## config.mk

```make
export PLATFORM = sky130hd
export DESIGN_NAME = modclk_idle_ctrl
export DESIGN_NICKNAME = d
export VERILOG_FILES = /design/src/rtl/modclk_pkg.sv /design/src/rtl/modclk_mode_reg.sv /design/src/rtl/modclk_idle_fsm.sv /design/src/rtl/modclk_en_gen.sv /design/src/rtl/modclk_idle_ctrl.sv
export SDC_FILE = /design/constraint.sdc
export NUM_CORES = 1
export LEC_CHECK = 0
export BUFFER_PORTS_ARGS = -buffer_cell sky130_fd_sc_hd__buf_4
export CELL_PAD_IN_SITES_DETAIL_PLACEMENT = 1
export CELL_PAD_IN_SITES_GLOBAL_PLACEMENT = 1
export CORE_MARGIN = 2
export CORE_UTILIZATION = 33
export CTS_BUF_LIST = sky130_fd_sc_hd__clkbuf_8 sky130_fd_sc_hd__clkbuf_16
export DETAILED_ROUTE_END_ITERATION = 10
export GPL_TIMING_DRIVEN = 0
export HOLD_SLACK_MARGIN = 0.12
export PLACE_DENSITY = 0.8
export SYNTH_ARGS = -nofsm -noshare
export SYNTH_HDL_FRONTEND = slang
export SYNTH_HIERARCHICAL = 1
export SYNTH_SLANG_ARGS = --single-unit
```

## constraint.sdc

```tcl
create_clock -name clk -period 2.05 [get_ports clk]
set_input_delay 0.1025 -clock clk [delete_from_list [all_inputs] [get_ports clk]]
set_output_delay 0.1025 -clock clk [all_outputs]
set_load 0.02 [all_outputs]
```

## src/rtl/modclk_pkg.sv

```systemverilog
package modclk_pkg;

    localparam int MODE_W = 2;

    // Mode value that keeps the functional clock running
    localparam logic [MODE_W-1:0] MODE_ENABLED = 2'd2;

    typedef enum logic [1:0] {
        ST_RUN,
        ST_ENTER,
        ST_IDLE,
        ST_EXIT
    } pm_state_e;

    typedef enum logic [1:0] {
        STAT_FUNC  = 2'd0,
        STAT_TRANS = 2'd1,
        STAT_IIDLE = 2'd2,
        STAT_FIDLE = 2'd3
    } pm_status_e;

endpackage

```

## src/rtl/modclk_mode_reg.sv

```systemverilog
module modclk_mode_reg
    import modclk_pkg::*;
#(
    parameter logic [MODE_W-1:0] RST_MODE = MODE_ENABLED
) (
    input  logic              clk,
    input  logic              rst_n,
    input  logic              wr,
    input  logic [MODE_W-1:0] wdata,
    output logic [MODE_W-1:0] mode_q,
    output logic              gate_all
);

    always_ff @(posedge clk or negedge rst_n) begin
        if (!rst_n) begin
            mode_q <= RST_MODE;
        end else if (wr) begin
            mode_q <= wdata;
        end
    end

    // Every value other than the enabled code behaves as disabled
    assign gate_all = (mode_q != MODE_ENABLED);

endmodule

```

## src/rtl/modclk_idle_fsm.sv

```systemverilog
module modclk_idle_fsm
    import modclk_pkg::*;
(
    input  logic      clk,
    input  logic      rst_n,
    input  logic      gate_all,
    input  logic      sleep_req,
    input  logic      wakeup,
    input  logic      ack,
    output pm_state_e state_d
);

    pm_state_e state_q;
    logic      want_idle;

    assign want_idle = (gate_all | sleep_req) & ~wakeup;

    // State register
    always_ff @(posedge clk or negedge rst_n) begin
        if (!rst_n) begin
            state_q <= ST_RUN;
        end else begin
            state_q <= state_d;
        end
    end

    // Next-state decision
    always_comb begin
        state_d = state_q;
        unique case (state_q)
            ST_RUN: begin
                if (want_idle) state_d = ST_ENTER;
            end
            ST_ENTER: begin
                if (!want_idle)  state_d = ST_EXIT;
                else if (ack)    state_d = ST_IDLE;
            end
            ST_IDLE: begin
                if (!want_idle) state_d = ST_EXIT;
            end
            ST_EXIT: begin
                if (!ack) state_d = ST_RUN;
            end
            default: state_d = ST_RUN;
        endcase
    end

endmodule

```

## src/rtl/modclk_en_gen.sv

```systemverilog
module modclk_en_gen
    import modclk_pkg::*;
#(
    parameter int OPT_N = 2
) (
    input  logic             clk,
    input  logic             rst_n,
    input  pm_state_e        state_d,
    input  logic             gate_all,
    input  logic             dom_ready,
    input  logic             wakeup,
    input  logic             mst_standby,
    input  logic             mst_wakeup,
    input  logic [OPT_N-1:0] opt_sw_en,
    output logic             idle_req,
    output logic [1:0]       idle_status,
    output logic             iclk_en,
    output logic             fclk_en,
    output logic             stby_clk_en,
    output logic [OPT_N-1:0] opt_clk_en
);

    pm_status_e stat_d;
    logic       req_d;

    always_comb begin
        stat_d = STAT_FUNC;
        req_d  = 1'b0;
        unique case (state_d)
            ST_RUN: begin
                stat_d = STAT_FUNC;
                req_d  = 1'b0;
            end
            ST_ENTER: begin
                stat_d = STAT_TRANS;
                req_d  = 1'b1;
            end
            ST_IDLE: begin
                stat_d = gate_all ? STAT_FIDLE : STAT_IIDLE;
                req_d  = 1'b1;
            end
            ST_EXIT: begin
                stat_d = STAT_TRANS;
                req_d  = 1'b0;
            end
            default: begin
                stat_d = STAT_FUNC;
                req_d  = 1'b0;
            end
        endcase
    end

    // Output register: all enables move only on controller clock edges
    always_ff @(posedge clk or negedge rst_n) begin
        if (!rst_n) begin
            idle_req    <= 1'b0;
            idle_status <= STAT_FUNC;
            iclk_en     <= 1'b0;
            fclk_en     <= 1'b0;
            stby_clk_en <= 1'b0;
        end else begin
            idle_req    <= req_d;
            idle_status <= stat_d;
            iclk_en     <= dom_ready & ((stat_d == STAT_FUNC) | (stat_d == STAT_TRANS) | wakeup);
            fclk_en     <= dom_ready & (stat_d != STAT_FIDLE);
            stby_clk_en <= dom_ready & (~mst_standby | mst_wakeup);
        end
    end

    for (genvar g = 0; g < OPT_N; g++) begin : g_opt
        always_ff @(posedge clk or negedge rst_n) begin
            if (!rst_n) begin
                opt_clk_en[g] <= 1'b0;
            end else begin
                opt_clk_en[g] <= opt_sw_en[g];
            end
        end
    end

endmodule

```

## src/rtl/modclk_idle_ctrl.sv

```systemverilog
module modclk_idle_ctrl
    import modclk_pkg::*;
#(
    parameter int OPT_N = 2
) (
    input  logic             clk,
    input  logic             rst_n,
    input  logic             mode_wr,
    input  logic [1:0]       mode_wdata,
    output logic [1:0]       mode_rdata,
    input  logic             dom_ready,
    input  logic             dom_sleep_req,
    input  logic             idle_ack,
    input  logic             slv_wakeup,
    input  logic             mst_standby,
    input  logic             mst_wakeup,
    input  logic [OPT_N-1:0] opt_sw_en,
    output logic             idle_req,
    output logic [1:0]       idle_status,
    output logic             iclk_en,
    output logic             fclk_en,
    output logic             stby_clk_en,
    output logic [OPT_N-1:0] opt_clk_en
);

    logic      gate_all;
    pm_state_e state_d;

    modclk_mode_reg #(
        .RST_MODE (MODE_ENABLED)
    ) i_mode (
        .clk      (clk),
        .rst_n    (rst_n),
        .wr       (mode_wr),
        .wdata    (mode_wdata),
        .mode_q   (mode_rdata),
        .gate_all (gate_all)
    );

    modclk_idle_fsm i_fsm (
        .clk       (clk),
        .rst_n     (rst_n),
        .gate_all  (gate_all),
        .sleep_req (dom_sleep_req),
        .wakeup    (slv_wakeup),
        .ack       (idle_ack),
        .state_d   (state_d)
    );

    modclk_en_gen #(
        .OPT_N (OPT_N)
    ) i_en (
        .clk         (clk),
        .rst_n       (rst_n),
        .state_d     (state_d),
        .gate_all    (gate_all),
        .dom_ready   (dom_ready),
        .wakeup      (slv_wakeup),
        .mst_standby (mst_standby),
        .mst_wakeup  (mst_wakeup),
        .opt_sw_en   (opt_sw_en),
        .idle_req    (idle_req),
        .idle_status (idle_status),
        .iclk_en     (iclk_en),
        .fclk_en     (fclk_en),
        .stby_clk_en (stby_clk_en),
        .opt_clk_en  (opt_clk_en)
    );

endmodule

```

==> summary.json <==
{
  "grt_antenna_before_repair": {"value": 0},
  "wirelength": {"value": 1370, "unit": "um"},
  "timing.critical_path.from_type": {"value": "register"},
  "post_drt_wl_per_cell": {"value": 14.9, "unit": "um"},
  "stdcell_count": {"value": 92},
  "area_delta_synth_final": {"value": 63.9, "unit": "%"},
  "finalHoldViolations": {"value": 0},
  "critical_path_s_most_frequent_cell": {"value": "sky130_fd_sc_hd__a211oi_2"},
  "tritoncts_clock_tree": {"value": "built"},
  "synth_seq_cells": {"value": 12},
  "critPathBufInv": {"value": 1},
  "min-delay-start": {"value": "mst_wakeup"},
  "post-route-period-util": {"value": 94.8, "unit": "%"},
  "timing_worst_slew_pin_value": {"value": 258, "unit": "ps"},
  "die-area": {"value": 1920, "unit": "um2"},
  "max_freq": {"value": 514, "unit": "MHz"},
  "outcome": {"value": "finished, final reports clean"},
  "drtPass1Iterations": {"value": 2},
  "die_height": {"value": 43.8, "unit": "um"},
  "avgViaCountPerCell": {"value": 4.68},
  "reg2reg_setup_slack": {"value": 110, "unit": "ps"},
  "row_count": {"value": 14},
  "clock-skew-final": {"value": 4.84, "unit": "ps"},
  "grt_first_pass_wirelength": {"value": 2130, "unit": "um"},
  "timing.critical_path.slowest_stage_cell": {"value": "sky130_fd_sc_hd__dfstp_2"},
  "cp_top_family": {"value": "compound AO/OA/AOI/OAI gates"},
  "die_w": {"value": 43.8, "unit": "um"},
  "power.static_leakage": {"value": 0.431, "unit": "nW"},
  "cts-htree-levels": {"value": 1},
  "slowest_delay": {"value": 570, "unit": "ps"},
  "grt_start_max_net_pins": {"value": 13},
  "post_synth.cell_area_avg": {"value": 12.8, "unit": "um2"},
  "holdPathEnd": {"value": "i_en/stby_clk_en$_DFF_PN0_"},
  "clock_tree_buf_depth": {"value": 2},
  "hold_depth": {"value": 3},
  "clock_latency_on_the_worst_skew_pair": {"value": 240, "unit": "ps"},
  "worst_ir_drop_vdd": {"value": 0.000615, "unit": "V"},
  "pin_count": {"value": 23},
  "clk_transition_reported_paths": {"value": 50, "unit": "ps"},
  "postLayoutCellArea": {"value": 857, "unit": "um2"},
  "worst_r2r_startpoint": {"value": "i_mode/mode_q[1]$_DFFE_PN1P_"},
  "headroom_to_the_max_slew_limit": {"value": 82.8, "unit": "%"},
  "finalMaxSlewViolations": {"value": 0},
  "via_count": {"value": 431},
  "cts_sinks": {"value": 12},
  "dpl.cell_count": {"value": 79},
  "final_common_cell": {"value": "sky130_fd_sc_hd__buf_4"},
  "netlist_area_pre_place": {"value": 523, "unit": "um2"},
  "number_of_antenna_cells_inserted": {"value": 0},
  "grt_util_all_layers": {"value": 16.1, "unit": "%"},
  "cp_cell_instances": {"value": "nand2b_4 > o21bai_4 > o22ai_1 > a211oi_2 > inv_2 > ha_1 > a211oi_2 > nor2_1"},
  "netlist.top_cell.by_area": {"value": "sky130_fd_sc_hd__dfrtp_1"},
  "synth-seq-area-share": {"value": 57.7, "unit": "%"},
  "synth_top_cell_area_share": {"value": 52.6, "unit": "%"},
  "timing.setup.critical_path_class": {"value": "register to register"},
  "r2r-end": {"value": "i_en/idle_status[0]$_DFF_PN0_"},
  "time_the_worst_path_needs_with_i_o_delays_and_setup": {"value": 1940, "unit": "ps"},
  "dp_hpwl": {"value": 822, "unit": "um"},
  "cp_num_cells": {"value": 8},
  "timing.hold.worst.class": {"value": "input port to register"},
  "cts_inserted_buffers": {"value": 3},
  "synthesis.yosys.warnings": {"value": 6},
  "detail_route.iter0.violations": {"value": 4},
  "required_time_of_the_worst_setup_path": {"value": 2170, "unit": "ps"},
  "gpl.final_weighted_congestion": {"value": 0.724},
  "setup_viol_count_final": {"value": 0},
  "fin_nets": {"value": 95},
  "worst_r2r_path_depth": {"value": 8},
  "syn-instance-count": {"value": 41},
  "first_global_vias": {"value": 455},
  "commonest_cells_after_routing_fill_and_taps_aside": {"value": "sky130_fd_sc_hd__buf_4 (23), sky130_fd_sc_hd__dfrtp_1 (11), sky130_fd_sc_hd__dlygate4sd3_1 (8)"},
  "yosys.cell_types.count": {"value": 17},
  "drtAntennaViolNets": {"value": 0},
  "initial_core_util": {"value": 35.1, "unit": "%"},
  "synth_top_cells_by_area": {"value": "sky130_fd_sc_hd__dfrtp_1 (53%), sky130_fd_sc_hd__ha_1 (12%), sky130_fd_sc_hd__dfstp_2 (5.0%)"},
  "fin_util": {"value": 57.6, "unit": "%"},
  "pwr_density": {"value": 1160, "unit": "nW/um2"},
  "syn_nets": {"value": 59},
  "placeableCoreArea": {"value": 1490, "unit": "um2"},
  "placed_area": {"value": 708, "unit": "um2"},
  "drc": {"value": 0},
  "portbufs": {"value": 22},
  "timing.critical_path.to_type": {"value": "register"},
  "cp_max_fo": {"value": 4},
  "clock-root-buffer": {"value": "sky130_fd_sc_hd__clkbuf_8"},
  "worstPathArrival": {"value": 2060, "unit": "ps"},
  "max_capacitance_violation_count": {"value": 0},
  "fin_worst_hold_slack": {"value": 135, "unit": "ps"},
  "share_of_layout_cells_above_drive_strength_1": {"value": 46.1, "unit": "%"},
  "grt_overflow": {"value": 0}
}
cell type report:
cell class              count  area [um2]
well taps                  16        20.0
repair buffers             31         253
multi-input cells          23         215
flip-flops and latches     12         302
inverters                   6        22.5
fillers                   163         632
clock buffers               3        41.3
clock inverters             1        3.75
cells by family (layout without fill, tap and decap cells):
logic type,Yosys count,after routing,synth area share (%)
DFF,12,12,57.7
muxes,2,2,4.31
AOI/OAI and AO/OA,9,9,15.1
and+or+nand+nor,7,7,6.70
buffers and inverters,6,41,4.31
adders and majority gates,5,5,12.0
what timing repair did:
item / CTS / global route
setup endpoints to repair: 2 / 2
hold endpoints to repair: 18 / 0
resized for setup: 0 / 4
setup buffers: 1 / 0
pin swaps: 1 / 1
hold buffers: 8 / 0
flip-flops by register name, summed over array words and instances, names as in the netlist:
name	flops
i_en/opt_clk_en	2
i_en/iclk_en	1
i_en/stby_clk_en	1
i_fsm/state_q	2
i_en/idle_req	1
i_en/idle_status	2
i_en/fclk_en	1
i_mode/mode_q	2
through the flow:
step	total power, W	setup TNS, ps	setup slack (ps)
2_1_floorplan	0.000572	0	111
3_3_place_gp	0.000705	0	19.8
3_5_place_dp	0.000713	-20.7	-20.7
4_1_cts	0.000974	0	0.0357
5_1_grt	0.00107	-32.8	-32.8
6_report	0.000996	0	106
worst max path at each step:
stage	startpoint	end	slack, ps
4_1_cts	i_mode/mode_q[1]$_DFFE_PN1P_	i_en/fclk_en$_DFF_PN0_	0.04
6_report	i_mode/mode_q[1]$_DFFE_PN1P_	i_en/idle_status[0]$_DFF_PN0_	110
3_5_place_dp	i_mode/mode_q[1]$_DFFE_PN1P_	i_en/idle_status[0]$_DFF_PN0_	-20
2_1_floorplan	i_mode/mode_q[1]$_DFFE_PN1P_	i_en/idle_status[0]$_DFF_PN0_	110
5_1_grt	i_mode/mode_q[1]$_DFFE_PN1P_	i_en/idle_status[0]$_DFF_PN0_	-30
3_3_place_gp	i_mode/mode_q[1]$_DFFE_PN1P_	i_en/idle_status[0]$_DFF_PN0_	20
worst register-to-register path: stages (launching register included):
cell and delay (ps):
sky130_fd_sc_hd__dfstp_2 570, sky130_fd_sc_hd__nand2b_4 80, sky130_fd_sc_hd__o21bai_4 160, sky130_fd_sc_hd__o22ai_1 120, sky130_fd_sc_hd__a211oi_2 230, sky130_fd_sc_hd__inv_2 90
sky130_fd_sc_hd__ha_1 260, sky130_fd_sc_hd__a211oi_2 250, sky130_fd_sc_hd__nor2_1 70
where the power goes:
group          internal [W]  switching [W]  total [W]
sequential         0.000307      0.0000385   0.000345
clock              0.000131      0.0000803   0.000212
combinational      0.000199       0.000241   0.000440
cell usage after synthesis, drive strengths merged:
library cell,count
a21oi,2
o21bai,1
o31a,1
nand2b,1
o22ai,1
ha,5
dfrtp,11
dfstp,1
a211oi,2
mux2,2
inv,6
a21boi,2
nor2,2
nand3b,1
nor3,2
nand2,1
layer usage:
metal | up-vias | track usage (%) | share of wire (%)
met4 | 0 | 9.70 | 1.5
met3 | 2 | 7.08 | 4.7
li1 | 208 | - | -
met1 | 209 | 15.7 | 35
met5 | - | 0 | 0
met2 | 12 | 27.6 | 59
Power figures use the tool's default switching activity.
